===== src/rtl/sdram_init_pkg.sv =====
// Shared types for the SDRAM bring-up sequencer.
// Assumes the 3-bit command code is decoded by a neighbour, so values are fixed.
package sdram_init_pkg;

    typedef enum logic [2:0] {
        CMD_NORMAL    = 3'd0,
        CMD_NOP       = 3'd1,
        CMD_PRECHARGE = 3'd2,
        CMD_MRS       = 3'd3,
        CMD_REFRESH   = 3'd4
    } cmd_e;

    typedef enum logic [2:0] {
        PH_IDLE,
        PH_SETTLE,
        PH_ISSUE,
        PH_WAIT,
        PH_NORMAL,
        PH_DONE
    } phase_e;

    // Pin pattern {ras_n, cas_n, we_n} for a command.
    function automatic logic [2:0] cmd_pins(cmd_e c);
        case (c)
            CMD_PRECHARGE: return 3'b010;
            CMD_REFRESH:   return 3'b001;
            CMD_MRS:       return 3'b000;
            default:       return 3'b111;
        endcase
    endfunction

endpackage


===== src/rtl/sdram_row_detect.sv =====
// Marks each row populated when its end boundary exceeds the one below it.
// Assumes boundaries are cumulative; the boundary below row 0 is zero.
module sdram_row_detect #(
    parameter int NUM_ROWS = 8,
    parameter int BOUND_W  = 8
) (
    input  logic [NUM_ROWS*BOUND_W-1:0] bounds,
    output logic [NUM_ROWS-1:0]         populated
);
    for (genvar i = 0; i < NUM_ROWS; i++) begin : g_row
        if (i == 0) begin : g_first
            // Compare the first row against an empty base.
            assign populated[i] = bounds[BOUND_W-1:0] != '0;
        end else begin : g_rest
            // Compare the row against its lower neighbour.
            assign populated[i] = bounds[i*BOUND_W +: BOUND_W] > bounds[(i-1)*BOUND_W +: BOUND_W];
        end
    end
endmodule


===== src/rtl/sdram_row_pick.sv =====
// Picks the lowest-numbered row still waiting for the current command.
// Assumes pending may be empty, in which case nothing is picked.
module sdram_row_pick #(
    parameter int NUM_ROWS = 8
) (
    input  logic [NUM_ROWS-1:0] pending,
    output logic [NUM_ROWS-1:0] pick
);
    logic [NUM_ROWS:0] below;
    assign below[0] = 1'b0;
    for (genvar i = 0; i < NUM_ROWS; i++) begin : g_pick
        // A row wins when no lower row is pending.
        assign pick[i]      = pending[i] & ~below[i];
        assign below[i + 1] = below[i] | pending[i];
    end
endmodule


===== src/rtl/sdram_wait_timer.sv =====
// Down-counter for step waits; reports zero when the wait has run out.
// Assumes load carries the wait length minus one.
module sdram_wait_timer #(
    parameter int CW = 8
) (
    input  logic          clk,
    input  logic          rst_n,
    input  logic          load,
    input  logic [CW-1:0] load_val,
    output logic          zero
);
    logic [CW-1:0] cnt;

    // Load on request, otherwise count down and hold at zero.
    always_ff @(posedge clk) begin
        if (!rst_n)          cnt <= '0;
        else if (load)       cnt <= load_val;
        else if (cnt != '0)  cnt <= cnt - 1'b1;
    end

    assign zero = cnt == '0;
endmodule


===== src/rtl/sdram_init_seq.sv =====
// SDRAM power-up sequencer: settle wait, NOP, precharge-all, refresh rounds,
// mode-register-set, normal, then refresh enable. Commands go one row per
// cycle to populated rows only. Assumes all wait parameters are at least 1.
module sdram_init_seq
    import sdram_init_pkg::*;
#(
    parameter int NUM_ROWS       = 8,
    parameter int BOUND_W        = 8,
    parameter int CLK_MHZ        = 100,
    parameter int STABLE_US      = 200,
    parameter int T_RP           = 3,
    parameter int T_RC           = 7,
    parameter int T_MRD          = 2,
    parameter int REFRESH_ROUNDS = 8
) (
    input  logic                        clk,
    input  logic                        rst_n,
    input  logic                        start,
    input  logic                        cl3_sel,
    input  logic [NUM_ROWS*BOUND_W-1:0] row_bound,
    output logic [2:0]                  cmd_sel,
    output logic [NUM_ROWS-1:0]         cs_n,
    output logic                        ras_n,
    output logic                        cas_n,
    output logic                        we_n,
    output logic [11:0]                 mode_addr,
    output logic                        busy,
    output logic                        refresh_en,
    output logic                        done
);
    localparam int T_PWR  = STABLE_US * CLK_MHZ;
    localparam int T_M1   = (T_PWR > T_RP) ? T_PWR : T_RP;
    localparam int T_M2   = (T_M1 > T_RC) ? T_M1 : T_RC;
    localparam int T_MAX  = (T_M2 > T_MRD) ? T_M2 : T_MRD;
    localparam int CW     = $clog2(T_MAX + 1);
    localparam int RCW    = $clog2(REFRESH_ROUNDS + 1);
    localparam logic [2:0] BURST_LEN  = 3'b010;
    localparam logic       BURST_INTL = 1'b1;

    phase_e               phase;
    cmd_e                 cur_cmd, go_cmd;
    logic [NUM_ROWS-1:0]  pop_now, pop_q, pending, pick;
    logic [RCW-1:0]       ref_cnt;
    logic                 cl3_q, refresh_q, tmr_zero, tmr_load, step_go, accept, last_row;
    logic [CW-1:0]        tmr_val;

    sdram_row_detect #(.NUM_ROWS(NUM_ROWS), .BOUND_W(BOUND_W)) u_detect (
        .bounds(row_bound), .populated(pop_now));

    sdram_row_pick #(.NUM_ROWS(NUM_ROWS)) u_pick (.pending(pending), .pick(pick));

    sdram_wait_timer #(.CW(CW)) u_timer (
        .clk(clk), .rst_n(rst_n), .load(tmr_load), .load_val(tmr_val), .zero(tmr_zero));

    // Wait length minus one for the step that follows a command.
    function automatic logic [CW-1:0] wait_m1(cmd_e c);
        case (c)
            CMD_NOP:       return CW'(T_PWR - 1);
            CMD_PRECHARGE: return CW'(T_RP - 1);
            CMD_REFRESH:   return CW'(T_RC - 1);
            default:       return CW'(T_MRD - 1);
        endcase
    endfunction

    assign accept   = start && phase == PH_IDLE;
    assign step_go  = tmr_zero && (phase == PH_SETTLE || phase == PH_WAIT);
    assign last_row = phase == PH_ISSUE && (pending & ~pick) == '0;

    // Choose the command that follows the wait that is ending.
    always_comb begin
        go_cmd = CMD_NORMAL;
        if (phase == PH_SETTLE) go_cmd = CMD_NOP;
        else case (cur_cmd)
            CMD_NOP:       go_cmd = CMD_PRECHARGE;
            CMD_PRECHARGE: go_cmd = CMD_REFRESH;
            CMD_REFRESH:   go_cmd = (ref_cnt == RCW'(REFRESH_ROUNDS - 1)) ? CMD_MRS : CMD_REFRESH;
            default:       go_cmd = CMD_NORMAL;
        endcase
    end

    // Decide when and with what the wait timer is loaded.
    always_comb begin
        tmr_load = 1'b0;
        tmr_val  = '0;
        if (accept) begin
            tmr_load = 1'b1;
            tmr_val  = CW'(T_PWR - 1);
        end else if (step_go && go_cmd != CMD_NORMAL && pop_q == '0) begin
            tmr_load = 1'b1;
            tmr_val  = wait_m1(go_cmd);
        end else if (last_row) begin
            tmr_load = 1'b1;
            tmr_val  = wait_m1(cur_cmd);
        end
    end

    // Step through the phases and track rows still owed the current command.
    always_ff @(posedge clk) begin
        if (!rst_n) begin
            phase     <= PH_IDLE;
            cur_cmd   <= CMD_NORMAL;
            pop_q     <= '0;
            pending   <= '0;
            ref_cnt   <= '0;
            cl3_q     <= 1'b0;
            refresh_q <= 1'b0;
        end else begin
            case (phase)
                PH_IDLE: if (accept) begin
                    phase   <= PH_SETTLE;
                    pop_q   <= pop_now;
                    cl3_q   <= cl3_sel;
                    ref_cnt <= '0;
                end
                PH_SETTLE, PH_WAIT: if (step_go) begin
                    if (phase == PH_WAIT && cur_cmd == CMD_REFRESH) ref_cnt <= ref_cnt + 1'b1;
                    cur_cmd <= go_cmd;
                    if (go_cmd == CMD_NORMAL) phase <= PH_NORMAL;
                    else if (pop_q != '0) begin
                        phase   <= PH_ISSUE;
                        pending <= pop_q;
                    end else phase <= PH_WAIT;
                end
                PH_ISSUE: begin
                    pending <= pending & ~pick;
                    if (last_row) phase <= PH_WAIT;
                end
                PH_NORMAL: begin
                    phase     <= PH_DONE;
                    refresh_q <= 1'b1;
                end
                default: phase <= PH_DONE;
            endcase
        end
    end

    // Drive the command interface from the issue phase.
    always_comb begin
        cs_n                 = '1;
        {ras_n, cas_n, we_n} = 3'b111;
        mode_addr            = '0;
        if (phase == PH_ISSUE) begin
            cs_n                 = ~pick;
            {ras_n, cas_n, we_n} = cmd_pins(cur_cmd);
            if (cur_cmd == CMD_MRS)
                mode_addr = {5'b0, 1'b0, cl3_q ? 3'd3 : 3'd2, BURST_INTL, BURST_LEN};
        end
    end

    assign cmd_sel    = cur_cmd;
    assign busy       = phase != PH_IDLE && phase != PH_DONE;
    assign done       = phase == PH_DONE;
    assign refresh_en = refresh_q;

    assert_cmd_legal_R1: assert property (@(posedge clk) disable iff (!rst_n)
        cmd_sel <= 3'd4);
    assert_one_row_R4: assert property (@(posedge clk) disable iff (!rst_n)
        $onehot0(~cs_n));
    assert_pop_only_R5: assert property (@(posedge clk) disable iff (!rst_n)
        ((~cs_n) & ~pop_q) == '0);
    assert_idle_pins_R6: assert property (@(posedge clk) disable iff (!rst_n)
        (cs_n == '1) |-> ({ras_n, cas_n, we_n} == 3'b111));
    assert_mode_cl_R7: assert property (@(posedge clk) disable iff (!rst_n)
        (cs_n != '1 && cmd_sel == 3'd3) |-> (mode_addr[6:4] == 3'd2 || mode_addr[6:4] == 3'd3));
    assert_refresh_last_R8: assert property (@(posedge clk) disable iff (!rst_n)
        $rose(refresh_en) |-> $past(cmd_sel) == 3'd0);
    assert_refresh_off_R8: assert property (@(posedge clk) disable iff (!rst_n)
        busy |-> !refresh_en);
    assert_done_sticky_R9: assert property (@(posedge clk) disable iff (!rst_n)
        done |=> done);
endmodule


===== config.mk =====
export PLATFORM = sky130hd
export DESIGN_NAME = sdram_init_seq
export DESIGN_NICKNAME = d
export VERILOG_FILES = /design/src/rtl/sdram_init_pkg.sv /design/src/rtl/sdram_row_detect.sv /design/src/rtl/sdram_row_pick.sv /design/src/rtl/sdram_wait_timer.sv /design/src/rtl/sdram_init_seq.sv
export SDC_FILE = /design/constraint.sdc
export NUM_CORES = 1
export LEC_CHECK = 0
export BUFFER_PORTS_ARGS = -buffer_cell sky130_fd_sc_hd__buf_2
export CORE_UTILIZATION = 51
export CTS_BUF_LIST = sky130_fd_sc_hd__clkbuf_2
export DETAILED_ROUTE_END_ITERATION = 8
export PLACE_DENSITY = 0.8
export SETUP_SLACK_MARGIN = 0.5
export SKIP_CTS_REPAIR_TIMING = 1
export SYNTH_ARGS = -nofsm -noshare
export SYNTH_HDL_FRONTEND = slang
export SYNTH_SLANG_ARGS = --single-unit

===== constraint.sdc =====
create_clock -name clk -period 2.2 [get_ports clk]
set_input_delay 0.22 -clock clk [delete_from_list [all_inputs] [get_ports clk]]
set_output_delay 0.22 -clock clk [all_outputs]
set_load 0.01 [all_outputs]

==> impl_metrics.env <==
export IMPL_die_h_um=90.36
export IMPL_met1_length_um=4811
export IMPL_wl_met2_um=5829
export IMPL_arrival_ps=2600
export IMPL_min_period_ps=2236
export IMPL_pwr_share_clk_pct=12.9
export IMPL_htree_levels=2
export IMPL_finalHoldViolCount=0
export IMPL_numPortBuffers=88
export IMPL_gr_total_overflow=0
export IMPL_violations="setup timing"
export IMPL_cts_buffers=5
export IMPL_cts_tree="built"
export IMPL_nets=791
export IMPL_ir_drop_uv=232.6
export IMPL_cp_startpoint="u_timer.cnt[14]$_SDFFE_PN0P_"
export IMPL_yosysSeqAreaShare_pct=21.62
export IMPL_vias=4431
export IMPL_drt_initial_drc_count=326
export IMPL_grt_max_degree=22
export IMPL_r2r_slack_ps=-40
export IMPL_wire_per_inst_um=15.52
export IMPL_yosys_warnings=0
export IMPL_syn2layout_area_growth_pct=34.29
export IMPL_coreArea_sq_mm=0.007408
export IMPL_setup_viol=5
export IMPL_antenna_cells=0
export IMPL_cp_end_kind="flip-flop"
export IMPL_crit_fanout=7
export IMPL_path_delay_family="simple AND/OR/NAND/NOR gates"
export IMPL_worst_pin_slew_ps=640.6
export IMPL_route_met3_wl_um=904
export IMPL_clock_root_buffer="clkbuf_2"
export IMPL_cp_start_kind="flip-flop"
export IMPL_cp_cell_sequence="or4_4 -> or4_4 -> nor4_4 -> buf_4 -> a22oi_2 -> a211oi_1"
export IMPL_async_reset_ff_share_pct=0
export IMPL_switching_share_pct=39.73
export IMPL_clock_fmax_mhz=447.3
export IMPL_final_cells=764
export IMPL_synth_cells=535
export IMPL_final_common_cell="buf_2"
export IMPL_whs_path_depth=3
export IMPL_synthDistinctLibCells=54
export IMPL_crit_top_cell="or4_4"
export IMPL_dp_cells=737
export IMPL_p_switching_w=0.0009948
export IMPL_critPathSlowestCell="or4_4"
export IMPL_worst_path_buf_inv=1
export IMPL_clk_path_buf_depth=2
export IMPL_syn_cell_area_sq_mm=0.003981
export IMPL_vias_per_cell=5.800
export IMPL_critPathKind="reg -> reg"
export IMPL_antenna_found_initial=0
export IMPL_rows=31
export IMPL_first_global_vias=4004
export IMPL_hpwl_um=8345
export IMPL_clock_skew_ps=49.87
export IMPL_combPwrFrac_pct=50.6
export IMPL_drv_cap=0
export IMPL_synth_edf_count=0
export IMPL_finalMaxSlewViolations=0
export IMPL_final_antenna_net_count=0
export IMPL_die_w_um=90.36
export IMPL_reg2reg_from="u_timer.cnt[14]$_SDFFE_PN0P_"
export IMPL_hp_class="in -> reg"
export IMPL_die_area_sq_mm=0.008164
export IMPL_top_layer_used="met4"
export IMPL_avgSynthCellArea_sq_um=7.442
export IMPL_sequentialPowerShare_pct=36.5
export IMPL_whs_endpoint="cl3_q$_SDFFE_PN0P_"
export IMPL_layout_setup_ws_ps=-35.64
export IMPL_drc=0
export IMPL_p_per_area_mw_per_mm2=468.3
export IMPL_post_route_period_util_pct=101.6
export IMPL_insertion_delay_ps=420
export IMPL_grtUsageTotal_pct=24.98
export IMPL_slowest_delay_ps=580
export IMPL_synth_ff_type="dfxtp_1"
export IMPL_numClockSinks=43
export IMPL_r2r_end="pending[6]$_SDFFE_PN0P_"
export IMPL_timing_slew_headroom_pct=57.20
export IMPL_grt_pass1_wl_um=17210
export IMPL_reg2regPathDepth=6
export IMPL_drt_total_wl_um=11860
export IMPL_required_ps=2570
export IMPL_io_pins=97
export IMPL_pre_cts_slack_ps=-161.0
export IMPL_most_common_layout_cells="buf_2 (84), inv_1 (57), ha_1 (57)"
export IMPL_grt_setup_unrepaired="yes"
export IMPL_min_from="cl3_sel"
export IMPL_firstDrtPassIters=7
export IMPL_start_util_pct=53.74
export IMPL_clk_pin_slew_ps=250
export IMPL_drive_gt1_share_pct=35.94
export IMPL_status="finished, violations left"
export IMPL_synth_seq_cells=43
export IMPL_p_int_w=0.001509
export IMPL_gp_congestion=0.8610
export IMPL_leakage_nw=2.550
==> power by group through the flow <==
| stage | registers (W) | clock network [W] | logic [W] |
|---|---|---|---|
| global route | 0.000921 | 0.000345 | 0.00139 |
| CTS | 0.000902 | 0.000310 | 0.00100 |
| floorplan | 0.000913 | 0 | 0.000656 |
| finish | 0.000914 | 0.000323 | 0.00127 |
| detailed placement | 0.000917 | 0 | 0.000996 |
| global placement | 0.000913 | 0 | 0.000956 |
==> cell usage after synthesis, types with 9 or more instances <==
master / n / area, sq um
nand2_1: 35 / 131.4
dfxtp_1: 43 / 860.8
nand2b_1: 15 / 93.84
nor3_1: 19 / 95.09
a211oi_1: 10 / 75.07
buf_4: 10 / 75.07
nor2_1: 37 / 138.9
nand3_1: 23 / 115.1
ha_1: 58 / 725.7
a21oi_1: 55 / 275.3
clkbuf_1: 17 / 63.81
and3_1: 9 / 56.30
inv_1: 59 / 221.5
nor2b_1: 10 / 62.56
o211ai_1: 9 / 67.56
o21ai_0: 22 / 110.1
==> metrics by stage <==
stage	power, W	instance area [sq um]	hold WS, ps	TNS (ps)	util (%)
detailed placement	0.001913	4722	460.4	-999.8	63.74
CTS	0.002214	4756	68.71	-2108	64.20
floorplan	0.001569	4044	346.2	-2006	-
global placement	0.001869	4722	454.5	-424.2	63.74
finish	0.002504	5346	60.78	-110.4	72.17
global route	0.002661	5346	58.91	-1428	72.17
==> logic make-up (layout without fill, tap and decap cells) <==
| kind of cell | Yosys count | after routing | synth area share (%) |
|---|---|---|---|
| compound gates | 133 | 133 | 20.65 |
| xor+xnor | 11 | 11 | 2.420 |
| fa+ha+maj | 60 | 60 | 18.73 |
| buf+inv | 91 | 214 | 9.962 |
| flops | 43 | 43 | 21.62 |
| mux | 3 | 3 | 0.7857 |
| other cells | 1 | 8 | 0.09419 |
| simple gates | 193 | 193 | 25.74 |
==> state kept, by name, indices dropped and copies added, names as in the netlist <==
register and flops:
pending 8, u_timer.cnt 15, pop_q 8, cl3_q 1
refresh_en 1, cmd_sel 3, ref_cnt 4, phase 3
==> how the worst max path moves through the flow <==
stage,cells after the start,slack [ps],end
2_1_floorplan,10,-200,pending[7]$_SDFFE_PN0P_
3_3_place_gp,6,-70,pending[5]$_SDFFE_PN0P_
3_5_place_dp,6,-160,pending[5]$_SDFFE_PN0P_
4_1_cts,6,-180,pending[5]$_SDFFE_PN0P_
5_1_grt,6,-160,pending[1]$_SDFFE_PN0P_
6_report,6,-40,pending[6]$_SDFFE_PN0P_
==> worst min-delay path: stages <==
cell     delay, ps
buf_2          100
nand2_1         50
a21oi_1         50
==> layer usage <==
metal,vias to the layer above,global-route usage [%]
met5,-,0
met2,201,43.32
li1,2150,-
met4,0,6.720
met3,31,5.303
met1,2049,31.16
==> area by class of cell <==
cell class | count | area, sq um
fill | 558 | 2062
clock inverter | 2 | 8.758
inverter | 60 | 225.2
clock buffer | 5 | 25.02
tap | 99 | 123.9
multi-input combinational | 408 | 3133
timing repair buffer | 147 | 949.7
sequential | 43 | 880.8
(Power assumes the default switching activity.)
